File: src/rtl/clb_pkg.sv
package clb_pkg;

    typedef enum logic [1:0] {
        MODE_LOGIC  = 2'd0,
        MODE_ARITH  = 2'd1,
        MODE_RAM_SP = 2'd2,
        MODE_RAM_DP = 2'd3
    } clb_mode_e;

    function automatic logic maj3(input logic a, input logic b, input logic c);
        return (a & b) | (a & c) | (b & c);
    endfunction

endpackage

File: src/rtl/clb_lut.sv
module clb_lut #(
    parameter int K = 4,
    localparam int DEPTH = 1 << K
) (
    input  logic [DEPTH-1:0] table_i,
    input  logic [K-1:0]     addr_i,
    output logic             data_o
);
    assign data_o = table_i[addr_i];
endmodule

File: src/rtl/clb_carry.sv
module clb_carry
    import clb_pkg::*;
(
    input  logic a0_i,
    input  logic b0_i,
    input  logic a1_i,
    input  logic b1_i,
    input  logic cin_i,
    output logic c_mid_o,
    output logic cout_o
);
    assign c_mid_o = maj3(a0_i, b0_i, cin_i);
    assign cout_o  = maj3(a1_i, b1_i, c_mid_o);

    // equal operand bits generate or kill the carry regardless of carry in
    always_comb begin
        if (a0_i == b0_i) begin
            a_r4_low_gen_kill: assert (c_mid_o == a0_i);
        end
        if (a1_i == b1_i) begin
            a_r4_high_gen_kill: assert (cout_o == a1_i);
        end
        if (a0_i != b0_i) begin
            a_r4_low_propagate: assert (c_mid_o == cin_i);
        end
    end
endmodule

File: src/rtl/clb_tri_lut.sv
module clb_tri_lut
    import clb_pkg::*;
#(
    parameter int K = 4,
    localparam int DEPTH = 1 << K,
    localparam int H_K = 3,
    localparam int H_DEPTH = 1 << H_K,
    localparam int CBIT = 2
) (
    input  logic               clk,
    input  logic               rst_n,
    input  logic [1:0]         mode_i,
    input  logic [DEPTH-1:0]   cfg_f_i,
    input  logic [DEPTH-1:0]   cfg_g_i,
    input  logic [H_DEPTH-1:0] cfg_h_i,
    input  logic               ff0_sel_i,
    input  logic [K-1:0]       f_in_i,
    input  logic [K-1:0]       g_in_i,
    input  logic               h_in_i,
    input  logic               cin_i,
    input  logic               we_i,
    input  logic [1:0]         wdata_i,
    output logic               f_out_o,
    output logic               g_out_o,
    output logic               h_out_o,
    output logic               ff0_q_o,
    output logic               ff1_q_o,
    output logic               cout_o
);

    typedef struct packed {
        logic [DEPTH-1:0] ram_f;
        logic [DEPTH-1:0] ram_g;
        logic             ff0;
        logic             ff1;
    } cell_state_t;

    cell_state_t st_d, st_q;

    clb_mode_e mode;
    logic      is_arith;
    logic      is_ram;
    logic      c_mid;
    logic      cout_raw;

    logic [DEPTH-1:0] tab [2];
    logic [K-1:0]     addr [2];
    logic [1:0]       lo;
    logic             h_res;

    assign mode     = clb_mode_e'(mode_i);
    assign is_arith = (mode == MODE_ARITH);
    assign is_ram   = (mode == MODE_RAM_SP) || (mode == MODE_RAM_DP);

    clb_carry u_carry (
        .a0_i    (f_in_i[0]),
        .b0_i    (f_in_i[1]),
        .a1_i    (g_in_i[0]),
        .b1_i    (g_in_i[1]),
        .cin_i   (cin_i),
        .c_mid_o (c_mid),
        .cout_o  (cout_raw)
    );

    always_comb begin
        addr[0] = f_in_i;
        addr[1] = g_in_i;
        if (is_arith) begin
            addr[0][CBIT] = cin_i;
            addr[1][CBIT] = c_mid;
        end
        tab[0] = is_ram ? st_q.ram_f : cfg_f_i;
        tab[1] = is_ram ? st_q.ram_g : cfg_g_i;
    end

    for (genvar i = 0; i < 2; i++) begin : g_first
        clb_lut #(.K(K)) u_lut (
            .table_i (tab[i]),
            .addr_i  (addr[i]),
            .data_o  (lo[i])
        );
    end

    clb_lut #(.K(H_K)) u_third (
        .table_i (cfg_h_i),
        .addr_i  ({h_in_i, lo[1], lo[0]}),
        .data_o  (h_res)
    );

    always_comb begin
        st_d = st_q;
        if (we_i && (mode == MODE_RAM_SP)) begin
            st_d.ram_f[f_in_i] = wdata_i[0];
            st_d.ram_g[g_in_i] = wdata_i[1];
        end else if (we_i && (mode == MODE_RAM_DP)) begin
            st_d.ram_f[f_in_i] = wdata_i[0];
            st_d.ram_g[f_in_i] = wdata_i[0];
        end
        st_d.ff0 = ff0_sel_i ? h_res : lo[0];
        st_d.ff1 = lo[1];
    end

    always_ff @(posedge clk) begin
        if (!rst_n) begin
            st_q <= '0;
        end else begin
            st_q <= st_d;
        end
    end

    assign f_out_o = lo[0];
    assign g_out_o = lo[1];
    assign h_out_o = h_res;
    assign ff0_q_o = st_q.ff0;
    assign ff1_q_o = st_q.ff1;
    assign cout_o  = is_arith ? cout_raw : 1'b0;

    // single-port write lands in both tables at their own addresses
    a_r5_sp_write: assert property (@(posedge clk) disable iff (!rst_n)
        (mode_i == 2'd2 && we_i) |=>
            (st_q.ram_f[$past(f_in_i)] == $past(wdata_i[0])) &&
            (st_q.ram_g[$past(g_in_i)] == $past(wdata_i[1])));

    // dual-port write mirrors one bit into both tables at the shared address
    a_r6_dp_mirror: assert property (@(posedge clk) disable iff (!rst_n)
        (mode_i == 2'd3 && we_i) |=>
            (st_q.ram_f[$past(f_in_i)] == $past(wdata_i[0])) &&
            (st_q.ram_g[$past(f_in_i)] == $past(wdata_i[0])));

    // memories hold outside the memory modes
    a_r7_hold: assert property (@(posedge clk) disable iff (!rst_n)
        !mode_i[1] |=> $stable(st_q.ram_f) && $stable(st_q.ram_g));

    // second flip-flop follows the G result one edge later
    a_r3_ff1_load: assert property (@(posedge clk) disable iff (!rst_n)
        rst_n |=> ff1_q_o == $past(g_out_o));

    // no carry leaves the cell outside arithmetic mode
    a_r4_cout_idle: assert property (@(posedge clk) disable iff (!rst_n)
        (mode_i != 2'd1) |-> !cout_o);

endmodule

File: config.mk
export PLATFORM = sky130hd
export DESIGN_NAME = clb_tri_lut
export DESIGN_NICKNAME = d
export VERILOG_FILES = /design/src/rtl/clb_pkg.sv /design/src/rtl/clb_lut.sv /design/src/rtl/clb_carry.sv /design/src/rtl/clb_tri_lut.sv
export SDC_FILE = /design/constraint.sdc
export NUM_CORES = 1
export LEC_CHECK = 0
export ABC_CLOCK_PERIOD_IN_PS = 2200
export CAP_MARGIN = 20
export CORE_AREA = 2 2 96 98
export DETAILED_ROUTE_END_ITERATION = 10
export DIE_AREA = 0 0 98 100
export DONT_BUFFER_PORTS = 1
export HOLD_SLACK_MARGIN = 0.06
export PLACE_DENSITY = 0.46
export SYNTH_ARGS = -nofsm -noshare
export SYNTH_HDL_FRONTEND = slang
export SYNTH_SLANG_ARGS = --single-unit
File: constraint.sdc
create_clock -name clk -period 2.2 [get_ports clk]
set_input_delay 0.11 -clock clk [delete_from_list [all_inputs] [get_ports clk]]
set_output_delay 0.11 -clock clk [all_outputs]
set_load 0.02 [all_outputs]
==> impl_metrics.env <==
export IMPL_drt_first_pass_iters=4
export IMPL_overflow=0
export IMPL_gp_congestion=0.824
export IMPL_setup_tns_ns=-0.455
export IMPL_hold_viol_final=0
export IMPL_slowest_stage="mux4_2"
export IMPL_yosysWarnings=0
export IMPL_dp_final_hpwl_mm=6.09
export IMPL_yosysTopAreaCellShare_pct=26.6
export IMPL_avgSynthCellArea_sq_um=8.62
export IMPL_grt_pass1_vias=2249
export IMPL_synth_compound_area_share_pct=25.1
export IMPL_core_sq_um=8890
export IMPL_drc=0
export IMPL_syn_nets=355
export IMPL_synth_edf_count=0
export IMPL_wl_per_cell_microns=20.3
export IMPL_dp_cells=399
export IMPL_setup_viol=3
export IMPL_root_buffer="clkbuf_8"
export IMPL_cts_max_level=2
export IMPL_clk_path_buf_depth=2
export IMPL_clock_sinks=34
export IMPL_cts_tree="done"
export IMPL_io_buffers=0
export IMPL_synth_top_family_by_area="compound AO/OA/AOI/OAI gates"
export IMPL_grtUsageMet1_pct=22.5
export IMPL_drive_gt1_share_pct=20.2
export IMPL_tightest_slew_ns=0.825
export IMPL_max_freq_ghz=0.406
export IMPL_fin_hold_ws_ns=0.0955
export IMPL_dieArea_sq_um=9800
export IMPL_cpPeakStageDelay_ns=0.54
export IMPL_hp_class="in -> reg"
export IMPL_synth_flop_cell="dfxtp_1"
export IMPL_total_power_w=0.00155
export IMPL_cp_cell_sequence="mux4_2, mux2i_2, mux4_2, mux4_2, nand2_4, o21ai_4"
export IMPL_met2_usage_pct=26.3
export IMPL_violations="negative setup slack"
export IMPL_cpMostUsedCell="mux4_2"
export IMPL_cp_required_ns=2.09
export IMPL_powerDensity_nw_per_um2=541
export IMPL_leakage_nw=1.12
export IMPL_grt_usage_pct=16.9
export IMPL_end_kind="output pin"
export IMPL_start_kind="register"
export IMPL_io_pin_count=64
export IMPL_synthTopCellsByCount="34 x dfxtp_1, 34 x nand2_1, 30 x nor2_1"
export IMPL_yosysSeqAreaShare_pct=26.6
export IMPL_routed_via_count=2339
export IMPL_finalNonFillerCells=414
export IMPL_crit_arrival_ns=2.35
export IMPL_die_y_microns=100
export IMPL_async_reset_ff_share_pct=0
export IMPL_crit_buf_inv=0
export IMPL_drt_first_iter_violations=206
export IMPL_synthMuxAreaShare_pct=20.4
export IMPL_netlist_area_sq_um=2560
export IMPL_cts_buffers=5
export IMPL_clkSlewWorstSetupHoldPaths_ns=0.08
export IMPL_yosysTopAreaCell="dfxtp_1"
export IMPL_period_minus_slack_ns=2.46
export IMPL_skew_ns=0.00932
export IMPL_via_per_inst=5.65
export IMPL_clkLatencyLatePin_ns=0.30
export IMPL_cap_violations=0
export IMPL_grt_setup_unrepaired="yes"
export IMPL_relSlewSlack_pct=44.5
export IMPL_synth_xor_area_share_pct=0
export IMPL_met3_usage_pct=5.08
export IMPL_synth_area_top_cells="dfxtp_1 27%, mux4_2 11%, o211a_1 6.3%"
export IMPL_timing_worst_setup_path_type="reg -> out"
export IMPL_path_delay_family="multiplexers"
export IMPL_grt_pass1_wl_mm=12.8
export IMPL_preCtsSetupSlack_ns=-0.0706
export IMPL_grt_max_degree=36
export IMPL_ys_ff_latch=34
export IMPL_start_util_pct=28.8
export IMPL_yosys_area_share_simple_pct=21.5
export IMPL_peakVddDrop_mv=0.218
export IMPL_wl_mm=8.41
export IMPL_areaGrowthSynthToFinish_pct=12.2
export IMPL_fin_ws_ns=-0.263
export IMPL_drtAntennaViolNets=0
export IMPL_outcome="finished, violations left"
export IMPL_busiest_layer="met2"
export IMPL_synthDistinctLibCells=43
export IMPL_row_count=35
export IMPL_nets=359
export IMPL_fp_dieW_microns=98
export IMPL_grt_antenna_before_repair=1
export IMPL_crit_fanout=3
export IMPL_synthCells=297
export IMPL_slew_viol_final=0
export IMPL_period_share_pct=112
export IMPL_synth_fa_ha_area_share_pct=0.440
==> power breakdown <==
group          total (W)  switching (W)  internal [W]  leakage, nW
registers       0.000634     0.00000934      0.000625        0.276
clock network   0.000582       0.000265      0.000317       0.0575
logic           0.000338       0.000180      0.000159        0.791
total            0.00155       0.000454       0.00110         1.12
==> state kept, by name, summed over array words and instances, names as in the netlist <==
signal   cells
ff0_q_o      1
ff1_q_o      1
st_q        32
==> metrics by stage <==
stage / util (%) / cell area (sq um)
floorplan: - / 2560
global placement: 30.1 / 2680
detailed placement: 30.1 / 2680
CTS: 32.0 / 2850
global route: 32.3 / 2870
finish: 32.3 / 2870
==> per-layer routing <==
metal  vias up  wire length (microns)
met5         -                      0
met4         0                    100
met3         8                    768
met2        86                   3840
met1      1103                   3700
li1       1142                      -
==> path summary, 6_finish.rpt <==
kind             start  endpoint  slack, ns  depth (start not counted)
max           st_q[28]   h_out_o      -0.26                          6
min          g_in_i[0]   ff1_q_o        0.1                          3
max reg2reg   st_q[28]   ff0_q_o      -0.15                          8
min reg2reg   st_q[24]  st_q[24]       0.46                          2
==> final cells by class <==
cell class,count,area (sq um)
Tap cell,111,139
Sequential cell,34,683
Timing Repair Buffer,20,169
Inverter,7,26.3
Antenna cell,1,2.50
Fill cell,941,6020
Clock buffer,8,110
Multi-Input combinational cell,233,1740
==> timing repair <==
action | in CTS | in global routing
hold buffers | 3 | 0
resized for setup | 10 | 5
endpoints found under the setup margin | 3 | 3
hold endpoints to repair | 33 | 0
buffers inserted | 1 | 2
pin swaps | 1 | 0
cloned | 0 | 0
==> tightest hold or removal path, cell delays in order <==
cell	delay (ns)
mux2i_4	0.06
buf_6	0.12
nor2_1	0.07
==> kinds of logic (layout without fill, tap and decap cells) <==
family          count (synthesis)  in the layout
simple gates                  118            118
compound gates                 85             85
flops                          34             34
buf+inv                        30             35
mux                            29             29
fa+ha+maj                       1              1
other cells                     0              1
==> placed cells by master, fill, tap and decap left out, types with 2 or more instances in the layout <==
cell type / count
a21oi_1: 16
a22oi_2: 2
a31oi_1: 16
and3_1: 2
buf_4: 14
buf_6: 3
clkbuf_8: 8
dfxtp_1: 32
dfxtp_2: 2
dlygate4sd3_1: 3
inv_1: 5
mux2i_1: 8
mux2i_2: 3
mux4_2: 15
nand2_1: 34
nand2b_1: 8
nand3_1: 15
nand3b_1: 2
nor2_1: 30
nor2b_1: 3
nor3_1: 16
o211a_1: 16
o21ai_0: 7
o21ai_1: 2
o221a_2: 2
o221ai_1: 16
or2_2: 2
Power figures use the tool's default switching activity.
